===== config.mk =====
export PLATFORM = sky130hd
export DESIGN_NAME = pc_next_unit
export DESIGN_NICKNAME = d
export VERILOG_FILES = /design/src/rtl/pcnu_pkg.sv /design/src/rtl/pcnu_decode.sv /design/src/rtl/pcnu_target.sv /design/src/rtl/pcnu_reg.sv /design/src/rtl/pc_next_unit.sv
export SDC_FILE = /design/constraint.sdc
export NUM_CORES = 1
export LEC_CHECK = 0
export CORE_ASPECT_RATIO = 0.5
export CORE_MARGIN = 2
export CORE_UTILIZATION = 35
export CTS_BUF_LIST = sky130_fd_sc_hd__clkbuf_16
export DETAILED_ROUTE_END_ITERATION = 10
export PLACE_DENSITY = 0.63
export SYNTH_ARGS = -nofsm -noshare
export SYNTH_HDL_FRONTEND = slang
export SYNTH_SLANG_ARGS = --single-unit

===== constraint.sdc =====
create_clock -name clk -period 4.1 [get_ports clk]
set_input_delay 1.025 -clock clk [delete_from_list [all_inputs] [get_ports clk]]
set_output_delay 1.025 -clock clk [all_outputs]
set_load 0.005 [all_outputs]

===== src/rtl/pcnu_pkg.sv =====
package pcnu_pkg;
  typedef enum logic [1:0] {
    FLOW_SEQ    = 2'd0,
    FLOW_BRANCH = 2'd1,
    FLOW_JUMP   = 2'd2
  } flow_e;

  localparam int unsigned OPC_W    = 6;
  localparam logic [OPC_W-1:0] OPC_BEQ = 6'b000100;
  localparam logic [OPC_W-1:0] OPC_BNE = 6'b000101;
  localparam logic [OPC_W-1:0] OPC_JMP = 6'b000010;
endpackage


===== src/rtl/pcnu_decode.sv =====
module pcnu_decode
  import pcnu_pkg::*;
#(
  parameter int unsigned XLEN = 32
) (
  input  logic [XLEN-1:0] instr,
  input  logic            regs_eq,
  output flow_e           flow
);
  localparam int unsigned OPC_LSB = XLEN - OPC_W;

  logic [OPC_W-1:0] opc;

  always_comb begin
    opc  = instr[XLEN-1:OPC_LSB];
    flow = FLOW_SEQ;
    unique case (opc)
      OPC_BEQ: if (regs_eq)  flow = FLOW_BRANCH;
      OPC_BNE: if (!regs_eq) flow = FLOW_BRANCH;
      OPC_JMP: flow = FLOW_JUMP;
      default: flow = FLOW_SEQ;
    endcase
  end
endmodule


===== src/rtl/pcnu_target.sv =====
module pcnu_target #(
  parameter int unsigned XLEN   = 32,
  parameter int unsigned IMM_W  = 16,
  parameter int unsigned JIDX_W = 26
) (
  input  logic [XLEN-1:0] pc_plus4,
  input  logic [XLEN-1:0] instr,
  output logic [XLEN-1:0] br_tgt,
  output logic [XLEN-1:0] jmp_tgt
);
  localparam int unsigned SEXT_W = XLEN - IMM_W - 2;
  localparam int unsigned HI_W   = XLEN - JIDX_W - 2;

  logic [IMM_W-1:0] imm;
  logic [XLEN-1:0]  disp;

  always_comb begin
    imm     = instr[IMM_W-1:0];
    disp    = {{SEXT_W{imm[IMM_W-1]}}, imm, 2'b00};
    br_tgt  = pc_plus4 + disp;
    jmp_tgt = {pc_plus4[XLEN-1 -: HI_W], instr[JIDX_W-1:0], 2'b00};
  end
endmodule


===== src/rtl/pcnu_reg.sv =====
module pcnu_reg #(
  parameter int unsigned    XLEN       = 32,
  parameter logic [XLEN-1:0] START_ADDR = 32'h0040_0000
) (
  input  logic            clk,
  input  logic            rst_n,
  input  logic            en,
  input  logic [XLEN-1:0] d,
  output logic [XLEN-1:0] q
);
  always_ff @(posedge clk or negedge rst_n) begin
    if (!rst_n)  q <= START_ADDR;
    else if (en) q <= d;
  end

  AST_HOLD_WHEN_STALLED: assert property (@(posedge clk) disable iff (!rst_n)
    !en |=> $stable(q));
endmodule


===== src/rtl/pc_next_unit.sv =====
module pc_next_unit
  import pcnu_pkg::*;
#(
  parameter int unsigned     XLEN       = 32,
  parameter logic [XLEN-1:0] START_ADDR = 32'h0040_0000
) (
  input  logic            clk,
  input  logic            rst_n,
  input  logic            adv_en,
  input  logic [31:0]     instr,
  input  logic            regs_eq,
  output logic [31:0]     pc_q,
  output logic [31:0]     pc_plus4
);
  localparam logic [XLEN-1:0] STEP    = XLEN'(4);
  localparam int unsigned     OPC_LSB = XLEN - OPC_W;

  flow_e           flow;
  logic [XLEN-1:0] br_tgt;
  logic [XLEN-1:0] jmp_tgt;
  logic [XLEN-1:0] pc_d;

  pcnu_decode #(.XLEN(XLEN)) u_decode (
    .instr   (instr),
    .regs_eq (regs_eq),
    .flow    (flow)
  );

  pcnu_target #(.XLEN(XLEN)) u_target (
    .pc_plus4 (pc_plus4),
    .instr    (instr),
    .br_tgt   (br_tgt),
    .jmp_tgt  (jmp_tgt)
  );

  always_comb begin
    pc_plus4 = pc_q + STEP;
    unique case (flow)
      FLOW_BRANCH: pc_d = br_tgt;
      FLOW_JUMP:   pc_d = jmp_tgt;
      default:     pc_d = pc_plus4;
    endcase
  end

  pcnu_reg #(.XLEN(XLEN), .START_ADDR(START_ADDR)) u_reg (
    .clk   (clk),
    .rst_n (rst_n),
    .en    (adv_en),
    .d     (pc_d),
    .q     (pc_q)
  );

  AST_WORD_ALIGNED: assert property (@(posedge clk) disable iff (!rst_n)
    pc_q[1:0] == 2'b00);

  AST_SEQ_STEP: assert property (@(posedge clk) disable iff (!rst_n)
    (adv_en && instr[XLEN-1:OPC_LSB] != OPC_BEQ && instr[XLEN-1:OPC_LSB] != OPC_BNE
     && instr[XLEN-1:OPC_LSB] != OPC_JMP) |=> pc_q == $past(pc_q) + STEP);

  AST_BEQ_NOT_TAKEN: assert property (@(posedge clk) disable iff (!rst_n)
    (adv_en && instr[XLEN-1:OPC_LSB] == OPC_BEQ && !regs_eq)
      |=> pc_q == $past(pc_q) + STEP);

  AST_BNE_NOT_TAKEN: assert property (@(posedge clk) disable iff (!rst_n)
    (adv_en && instr[XLEN-1:OPC_LSB] == OPC_BNE && regs_eq)
      |=> pc_q == $past(pc_q) + STEP);

  AST_JUMP_REGION: assert property (@(posedge clk) disable iff (!rst_n)
    (adv_en && instr[XLEN-1:OPC_LSB] == OPC_JMP)
      |=> pc_q[XLEN-1:XLEN-4] == $past(pc_plus4[XLEN-1:XLEN-4]));
endmodule


Word-level counts from Yosys, hierarchy flattened
Index checks and enable logic that the tools add are counted.
{"block": "word_totals", "ff_bits": 32, "input_bits": 36, "out_inout_bits": 64, "word_cells": 12}
{"block": "classes", "add_sub_neg": 2, "eq_ne": 5, "mux": 4}
{"op": "one-hot mux 32 bit (2 select lines)", "n": 1}
{"op": "adder 32 x 3 -> 32 bit (second input constant)", "n": 1}
{"op": "adder 32 bit", "n": 1}
{"op": "equality test 6 x 3 -> 1 bit (second input constant)", "n": 2}
{"op": "equality test 6 x 2 -> 1 bit (second input constant)", "n": 1}
{"op": "one-hot mux 2 bit (3 select lines)", "n": 1}
{"op": "equality test 2 x 1 -> 1 bit (second input constant)", "n": 1}
{"op": "equality test 2 bit (second input constant)", "n": 1}
{"op": "two-way mux 1 bit", "n": 2}

Depth between registers and ports, before layout
Gate-level depths: netlist of the first run.
{"block": "logic_depth", "word_depth": 4, "depth_mapped": 18, "mapped_depth_nobuf": 17}

By module
From an unflattened synthesis of the first run, not the netlist that was laid out.
{"block": "hier_totals", "cells_unflattened": 553, "hier_area_um2": 4720.8}
{"module": "pcnu_target", "n_inst": 1, "cells_per_inst": 270, "area_each_um2": 2008.2, "seq_area_each_um2": 0.0}
{"module": "pcnu_reg", "n_inst": 1, "cells_per_inst": 68, "area_each_um2": 1346.3, "seq_area_each_um2": 802.0}
{"module": "pc_next_unit", "n_inst": 1, "cells_per_inst": 211, "area_each_um2": 1316.3, "seq_area_each_um2": 0.0}
{"module": "pcnu_decode", "n_inst": 1, "cells_per_inst": 4, "area_each_um2": 50.0, "seq_area_each_um2": 0.0}

Worst setup path after synthesis of the first run
No wires, ideal clock.
{"block": "synth_timing", "kind": "flip-flop to flip-flop", "startpoint": "register u_reg.q[10]", "endpoint": "register u_reg.q[29]", "setup_ns": 0.140, "arrival_ns": 3.598, "t_required_ns": 3.960, "slack_ns": 0.362, "stages_incl_launch_ff": 19, "n_path_buf": 1, "period_less_slack_ns": 3.738, "cell_sequence": "dfrtp_1 -> clkbuf_1 -> and4_1 -> nand2_1 -> nor2_1 -> nand2_1 -> nor2_1 -> nand3_1 -> xnor2_1 -> ha_1 -> a21o_1 -> a21o_1 -> a21o_1 -> o21bai_1 -> and2_1 -> o21a_1 -> a311oi_1 -> xor2_1 -> o221ai_1"}
{"block": "synth_via", "elab_chain_cells": 3}
{"element": "from (decl)", "line_no": "pcnu_reg.sv:9", "text": "output logic [XLEN-1:0] q"}
{"element": "from (signal assigned)", "line_no": "pcnu_reg.sv:12", "text": "if (!rst_n) q <= START_ADDR;"}
{"element": "from (signal assigned)", "line_no": "pcnu_reg.sv:13", "text": "else if (en) q <= d;"}
{"element": "adder 32 x 3 -> 32 bit", "line_no": "pc_next_unit.sv:37", "text": "pc_plus4 = pc_q + STEP;"}
{"element": "net pc_plus4[24]", "line_no": "pc_next_unit.sv:13", "text": "output logic [31:0] pc_plus4"}
{"element": "adder 32 bit", "line_no": "pcnu_target.sv:20", "text": "br_tgt = pc_plus4 + disp;"}
{"element": "one-hot mux 32 bit (2 select lines)", "line_no": "pc_next_unit.sv:38", "text": "unique case (flow)"}
The timed path passes the listed nets, and every way through them passes these cells.
A chain may end at the register's enable or synchronous reset.

Worst setup path after layout of the first run
{"block": "layout_timing", "startpoint": "register u_reg.q[2]", "endpoint": "output port pc_plus4[21]"}
{"block": "layout_via", "elab_chain_cells": 1}
{"element": "adder 32 x 3 -> 32 bit", "line_no": "pc_next_unit.sv:37"}
{"element": "to (decl)", "line_no": "pc_next_unit.sv:13"}
Every way passes these cells.

==> results.cfg, run 1 <==
[setup_path]
cp-start-kind = register
ff2ff_path_depth = 15
critPathRequiredTime_ns = 3.07
r2r-start = u_reg.q[2]$_DFFE_PN0P_
critPathMaxFanout = 9
reg2reg_slack_ns = 0.18
end_kind = output pin
path_class = register to output pin
arrival_ns = 2.93
r2r_end = u_reg.q[29]$_DFFE_PN0P_

[sta]
clock-skew-final_ns = 0.002299
finalSetupViolCount = 0
fmax_ghz = 0.2530
slew_headroom = 0.4111
drv_slew = 0
timing.final.ws_setup_ns = 0.1479
fin_crit_ns = 3.952
worstMarginPinSlew_ns = 0.8823
timing.setup.tns_ns = 0
hold_viol = 0
rsz0062_at_grt = true
fin_crit_sh = 0.9639

[cts]
cts_buffers = 5
cts_buffer_depth = 2
path_clk_slew_ns = 0.06
ctsHoldBuffers = 0
ctsRootBufferMaster = clkbuf_16
insertion_delay_ns = 0.28
cts_setup_buffers = 0
h-tree-depth = 2
cts_sinks = 30
cts_tree = built

[floorplan]
core_area_um2 = 11050
num_rows = 27
die_area_um2 = 12280
die_x_um = 154.7
die_h_um = 79.37
num_io_pins = 100
initial_core_util = 0.3600

[min_path]
min_path_type = register to register
hold_path_end = u_reg.q[13]$_DFFE_PN0P_
min_path_cells = 2
hold_start = u_reg.q[13]$_DFFE_PN0P_

[detailed_routing]
drc = 0
first_iter_violations = 364
wl_per_cell_um = 17.63
wirelength_um = 13720
firstDrtPassIters = 5
viasPerCell = 5.692
ant_nets = 0
vias = 4428

[cells_and_area]
antenna_cells = 0
nets = 706
areaGrowthSynthToFinish_pct = 36.72
largest_reg_flops = 30
layout-drive-gt1-share = 0.09637
top_register = u_reg.q
top_regs = u_reg.q x30
layout_common_cells = 95 x clkdlybuf4s50_1, 53 x nand2_1, 44 x a21oi_1, 41 x nor2_1, 36 x ha_1
fillCellCount = 1079
layout_commonest_cell = clkdlybuf4s50_1

[logic_synthesis]
ys_ff_latch = 30
synth_edf_count = 0
synth-warning-count = 0
synth_ff_type = dfrtp_1
synth_cell_types = 64
ys_async_sr_fraction = 1.000
avgSynthCellArea_um2 = 7.531
netlist_instances = 528
yosysSeqAreaShare = 0.1891
syn_area_um2 = 3976

[power]
intPower_uw = 1408
p_sw_uw = 970.5
max-vdd-ir-drop_mv = 0.2032
p_seq_frac = 0.200
cellPowerDensity_nw_per_um2 = 437.6
swShare = 0.4080
leakagePower_uw = 0.002452
combPwrFrac = 0.620
clkPwrFrac = 0.180

[global_routing]
grt_pass1_vias = 3949
track_usage = 0.2206
grt_pass1_wl_um = 21470
grt_start_max_net_pins = 42
antenna_found_initial = 0
overflow = 0

[place]
pre_cts_ws_ns = -0.002597
routabilityCongestion = 0.9281
numPortBuffers = 95
hpwlAfterDp_um = 10130

[outcome]
outcome = finished, final reports clean

[job]
max_cap_viol_count = 0
-- synth_stat cells, types with 14 or more instances --
| cell | number | share of area |
|---|---|---|
| xor2_1 | 22 | 0.048 |
| a221oi_1 | 14 | 0.031 |
| a21oi_1 | 44 | 0.055 |
| xnor2_1 | 32 | 0.070 |
| nor2_1 | 43 | 0.041 |
| nand3_1 | 24 | 0.030 |
| ha_1 | 37 | 0.12 |
| o21ai_0 | 25 | 0.031 |
| a21o_1 | 15 | 0.028 |
| dfrtp_1 | 29 | 0.18 |
| clkbuf_1 | 26 | 0.025 |
| inv_1 | 23 | 0.022 |
| nand2_1 | 53 | 0.050 |
-- worst max-delay path: stages, from the launching register on --
cell and delay [ns]:
dfrtp_2 0.42, nand3_2 0.15, or2_4 0.35, nor3_2 0.26, nand3_1 0.16, nor2_1 0.24
nand3_1 0.20, xnor2_2 0.22, buf_4 0.15, clkdlybuf4s50_1 0.49
-- area by class of cell --
cell class              instances  area (um2)  area share
clock buffers                   5       125.1     0.02301
clock inverters                 3       37.54    0.006904
inverters                      23       86.33     0.01588
multi-input cells             446        3069      0.5646
flip-flops and latches         30       753.2      0.1386
well taps                     145       181.4     0.03337
repair buffers                126        1184      0.2177
-- per-stage QoR --
step / area, um2 / hold slack, ns / cells / util / total power (uW)
after floorplan: 3988 / 0.5266 / 531 / - / 1312
after global placement: 5210 / 0.5457 / 770 / 0.4716 / 1896
after detailed placement: 5210 / 0.5451 / 770 / 0.4716 / 1911
after CTS: 5378 / 0.5650 / 778 / 0.4868 / 2355
after global routing: 5436 / 0.6034 / 778 / 0.4921 / 2562
final: 5436 / 0.5638 / 778 / 0.4921 / 2379
-- logic make-up after synthesis --
logic type / share of synthesized area
AOI/OAI and AO/OA: 0.2842
xor gates and xnor gates: 0.1189
adders and majority gates: 0.1215
buffers and inverters: 0.05758
DFF: 0.1891
muxes: 0.02297
other: 0.0009431
and+or+nand+nor: 0.2049
-- routing by layer --
| layer | vias up | track usage | part of all wire |
|---|---|---|---|
| li1 | 2141 | - | - |
| met1 | 2124 | 0.3255 | 0.50 |
| met2 | 153 | 0.3406 | 0.44 |
| met3 | 10 | 0.03420 | 0.055 |
| met4 | 0 | 0.04352 | 0.0087 |
| met5 | - | 0 | 0 |
-- worst max path at each step --
| stage | from | endpoint | slack [ns] |
|---|---|---|---|
| global route | u_reg.q[2]$_DFFE_PN0P_ | pc_plus4[21] | -0.01 |
| finish | u_reg.q[2]$_DFFE_PN0P_ | pc_plus4[21] | 0.15 |
| floorplan | u_reg.q[10]$_DFFE_PN0P_ | u_reg.q[29]$_DFFE_PN0P_ | 0.36 |
| global placement | u_reg.q[2]$_DFFE_PN0P_ | u_reg.q[29]$_DFFE_PN0P_ | -0.02 |
| detailed placement | u_reg.q[2]$_DFFE_PN0P_ | u_reg.q[29]$_DFFE_PN0P_ | -0.003 |
| CTS | u_reg.q[2]$_DFFE_PN0P_ | u_reg.q[29]$_DFFE_PN0P_ | 0.04 |
-- timing repair --
item	4_1_cts	5_1_grt
hold endpoints to repair	0	0
gates resized for setup	2	11
pin swaps	0	1
endpoints found under the setup margin	2	8
-- power by group through the flow --
stage	logic (uW)	registers, uW	clock network [uW]
after floorplan	852	460	0
after global placement	1430	467	0
after detailed placement	1440	472	0
after CTS	1450	467	437
after global routing	1620	490	452
final	1470	476	429
No activity file was read; power rests on OpenSTA's default activity.
==> inputs of run 2 (changes only) <==
==> constraint.sdc (replaced) <==
create_clock -name clk -period 4.1 [get_ports clk]
set_input_delay 0.41 -clock clk [delete_from_list [all_inputs] [get_ports clk]]
set_output_delay 0.41 -clock clk [all_outputs]
set_load 0.005 [all_outputs]
==> run 2 against run 1 <==
Utilization down 0.96 points. Non-clock buffer count down 8. Count of clock-buffer cells in the layout is the same. Die area unchanged. Clock skew increased by 0.0051 ns. Fmax is 3.5% higher. Final cell count down 1.0%. First-iteration DRC count increased by 0.55%. Routed wire length decreased by 0.22%. Final area down 2.0%. Via count decreased by 0.84%. Largest power group unchanged.
==> results.cfg, run 2 (synthesized netlist as in run 1, its figures left out) <==
[detailed_routing]
drc = 0
viasPerCell = 5.703
ant_nets = 0
wl_per_cell_um = 17.78
firstDrtPassIters = 5
first_iter_violations = 366
wirelength_um = 13690
vias = 4391

[power]
combPwrFrac = 0.637
leakagePower_uw = 0.002378
p_seq_frac = 0.205
cellPowerDensity_nw_per_um2 = 432.1
p_sw_uw = 975.6
swShare = 0.4236
intPower_uw = 1328
max-vdd-ir-drop_mv = 0.1666
clkPwrFrac = 0.158

[cells_and_area]
layout-drive-gt1-share = 0.08000
top_regs = u_reg.q x30
seqCellArea_um2 = 752.0
multi_input_area_um2 = 3050
nets = 698
top_register = u_reg.q
layout_common_cells = 95 x clkdlybuf4s50_1, 52 x nand2_1, 43 x a21oi_1, 40 x nor2_1, 37 x ha_1
layout_commonest_cell = clkdlybuf4s50_1
antenna_cells = 0
areaGrowthSynthToFinish_pct = 34.05
fillCellCount = 1086
final_area_um2 = 5330
largest_reg_flops = 30

[global_routing]
grt_pass1_wl_um = 21510
overflow = 0
track_usage = 0.2192
grt_start_max_net_pins = 42
antenna_found_initial = 0
grt_pass1_vias = 4151

[cts]
cts_tree = built
cts_sinks = 30
cts_setup_buffers = 0
ctsRootBufferMaster = clkbuf_16
path_clk_slew_ns = 0.06
h-tree-depth = 2
cts_buffer_depth = 2
cts_resized = 0
insertion_delay_ns = 0.29
ctsHoldBuffers = 0
cts_buffers = 5

[floorplan]
core_area_um2 = 11050
die_x_um = 154.7
die_h_um = 79.37
num_io_pins = 100
initial_core_util = 0.3600
num_rows = 27
die_area_um2 = 12280

[sta]
timing.setup.tns_ns = 0
rsz0062_at_grt = false
slew_headroom = 0.4308
clock-skew-final_ns = 0.007352
fin_crit_ns = 3.817
fin_crit_sh = 0.9309
hold_viol = 0
worstMarginPinSlew_ns = 0.8529
drv_slew = 0
finalSetupViolCount = 0
fmax_ghz = 0.2620

[place]
routabilityCongestion = 0.9286
placed_area_um2 = 5150
hpwlAfterDp_um = 10030
numPortBuffers = 95

[setup_path]
end_kind = register
critPathRequiredTime_ns = 4.25
path_class = register to register
cp-start-kind = register
critPathMaxFanout = 6
arrival_ns = 3.97

[job]
max_cap_viol_count = 0

[min_path]
min_path_type = primary input to asynchronous set/reset pin

[outcome]
outcome = finished, final reports clean
-- run 2: worst paths after layout --
check	slack, ns	startpoint	endpoint	cells after the start
min in group clk	0.60	u_reg.q[22]$_DFFE_PN1P_	u_reg.q[22]$_DFFE_PN1P_	2
worst max-delay path	0.28	u_reg.q[2]$_DFFE_PN0P_	u_reg.q[29]$_DFFE_PN0P_	17
worst max register to register	0.28	u_reg.q[2]$_DFFE_PN0P_	u_reg.q[29]$_DFFE_PN0P_	17
max in group asynchronous	3.21	rst_n	u_reg.q[22]$_DFFE_PN1P_	2
worst min register to register	0.60	u_reg.q[22]$_DFFE_PN1P_	u_reg.q[22]$_DFFE_PN1P_	2
worst min-delay path	0.55	rst_n	u_reg.q[8]$_DFFE_PN0P_	2
-- run 2: worst max-delay path, stage by stage, from the launching register on --
cell	delay [ns]
dfrtp_1	0.43
ha_1	0.28
nand3_1	0.17
nor2_2	0.20
nand2_1	0.10
nor2_1	0.15
nand3_1	0.11
xnor2_1	0.25
ha_1	0.30
a21o_1	0.19
a21o_1	0.18
a21o_1	0.20
o21bai_1	0.19
and2_1	0.19
o21a_1	0.16
a311oi_1	0.28
xor2_1	0.18
o221ai_1	0.12
-- run 2: routing by layer --
metal / vias up / part of all wire / GRT usage
li1: 2132 / - / -
met1: 2069 / 0.49 / 0.3110
met2: 166 / 0.43 / 0.3460
met3: 24 / 0.062 / 0.03474
met4: 0 / 0.014 / 0.06111
met5: - / 0 / 0
-- run 2: area by class of cell --
cell class	count	area share
clock buffer	5	0.02347
clock inverter	3	0.002113
inverter	23	0.01620
multi-input combinational	446	0.5723
sequential	30	0.1411
tap	145	0.03404
timing repair buffer	118	0.2108
-- run 2: power groups by stage --
stage	Clock, uW	Combinational [uW]	Sequential [uW]
2_1_floorplan	0	852	460
3_3_place_gp	0	1430	469
3_5_place_dp	0	1440	470
4_1_cts	369	1450	465
5_1_grt	383	1610	488
6_report	364	1470	473
-- run 2: per-stage QoR --
stage,std cells,power [uW],hold WS (ns),setup slack [ns],util
after floorplan,531,1312,0.1144,0.3623,-
after global placement,762,1898,0.5648,0.1141,0.4662
after detailed placement,762,1908,0.5795,0.01829,0.4662
after CTS,770,2282,0.5604,0.005808,0.4785
after global routing,770,2477,0.5855,0.01203,0.4825
final,770,2303,0.5455,0.2834,0.4825
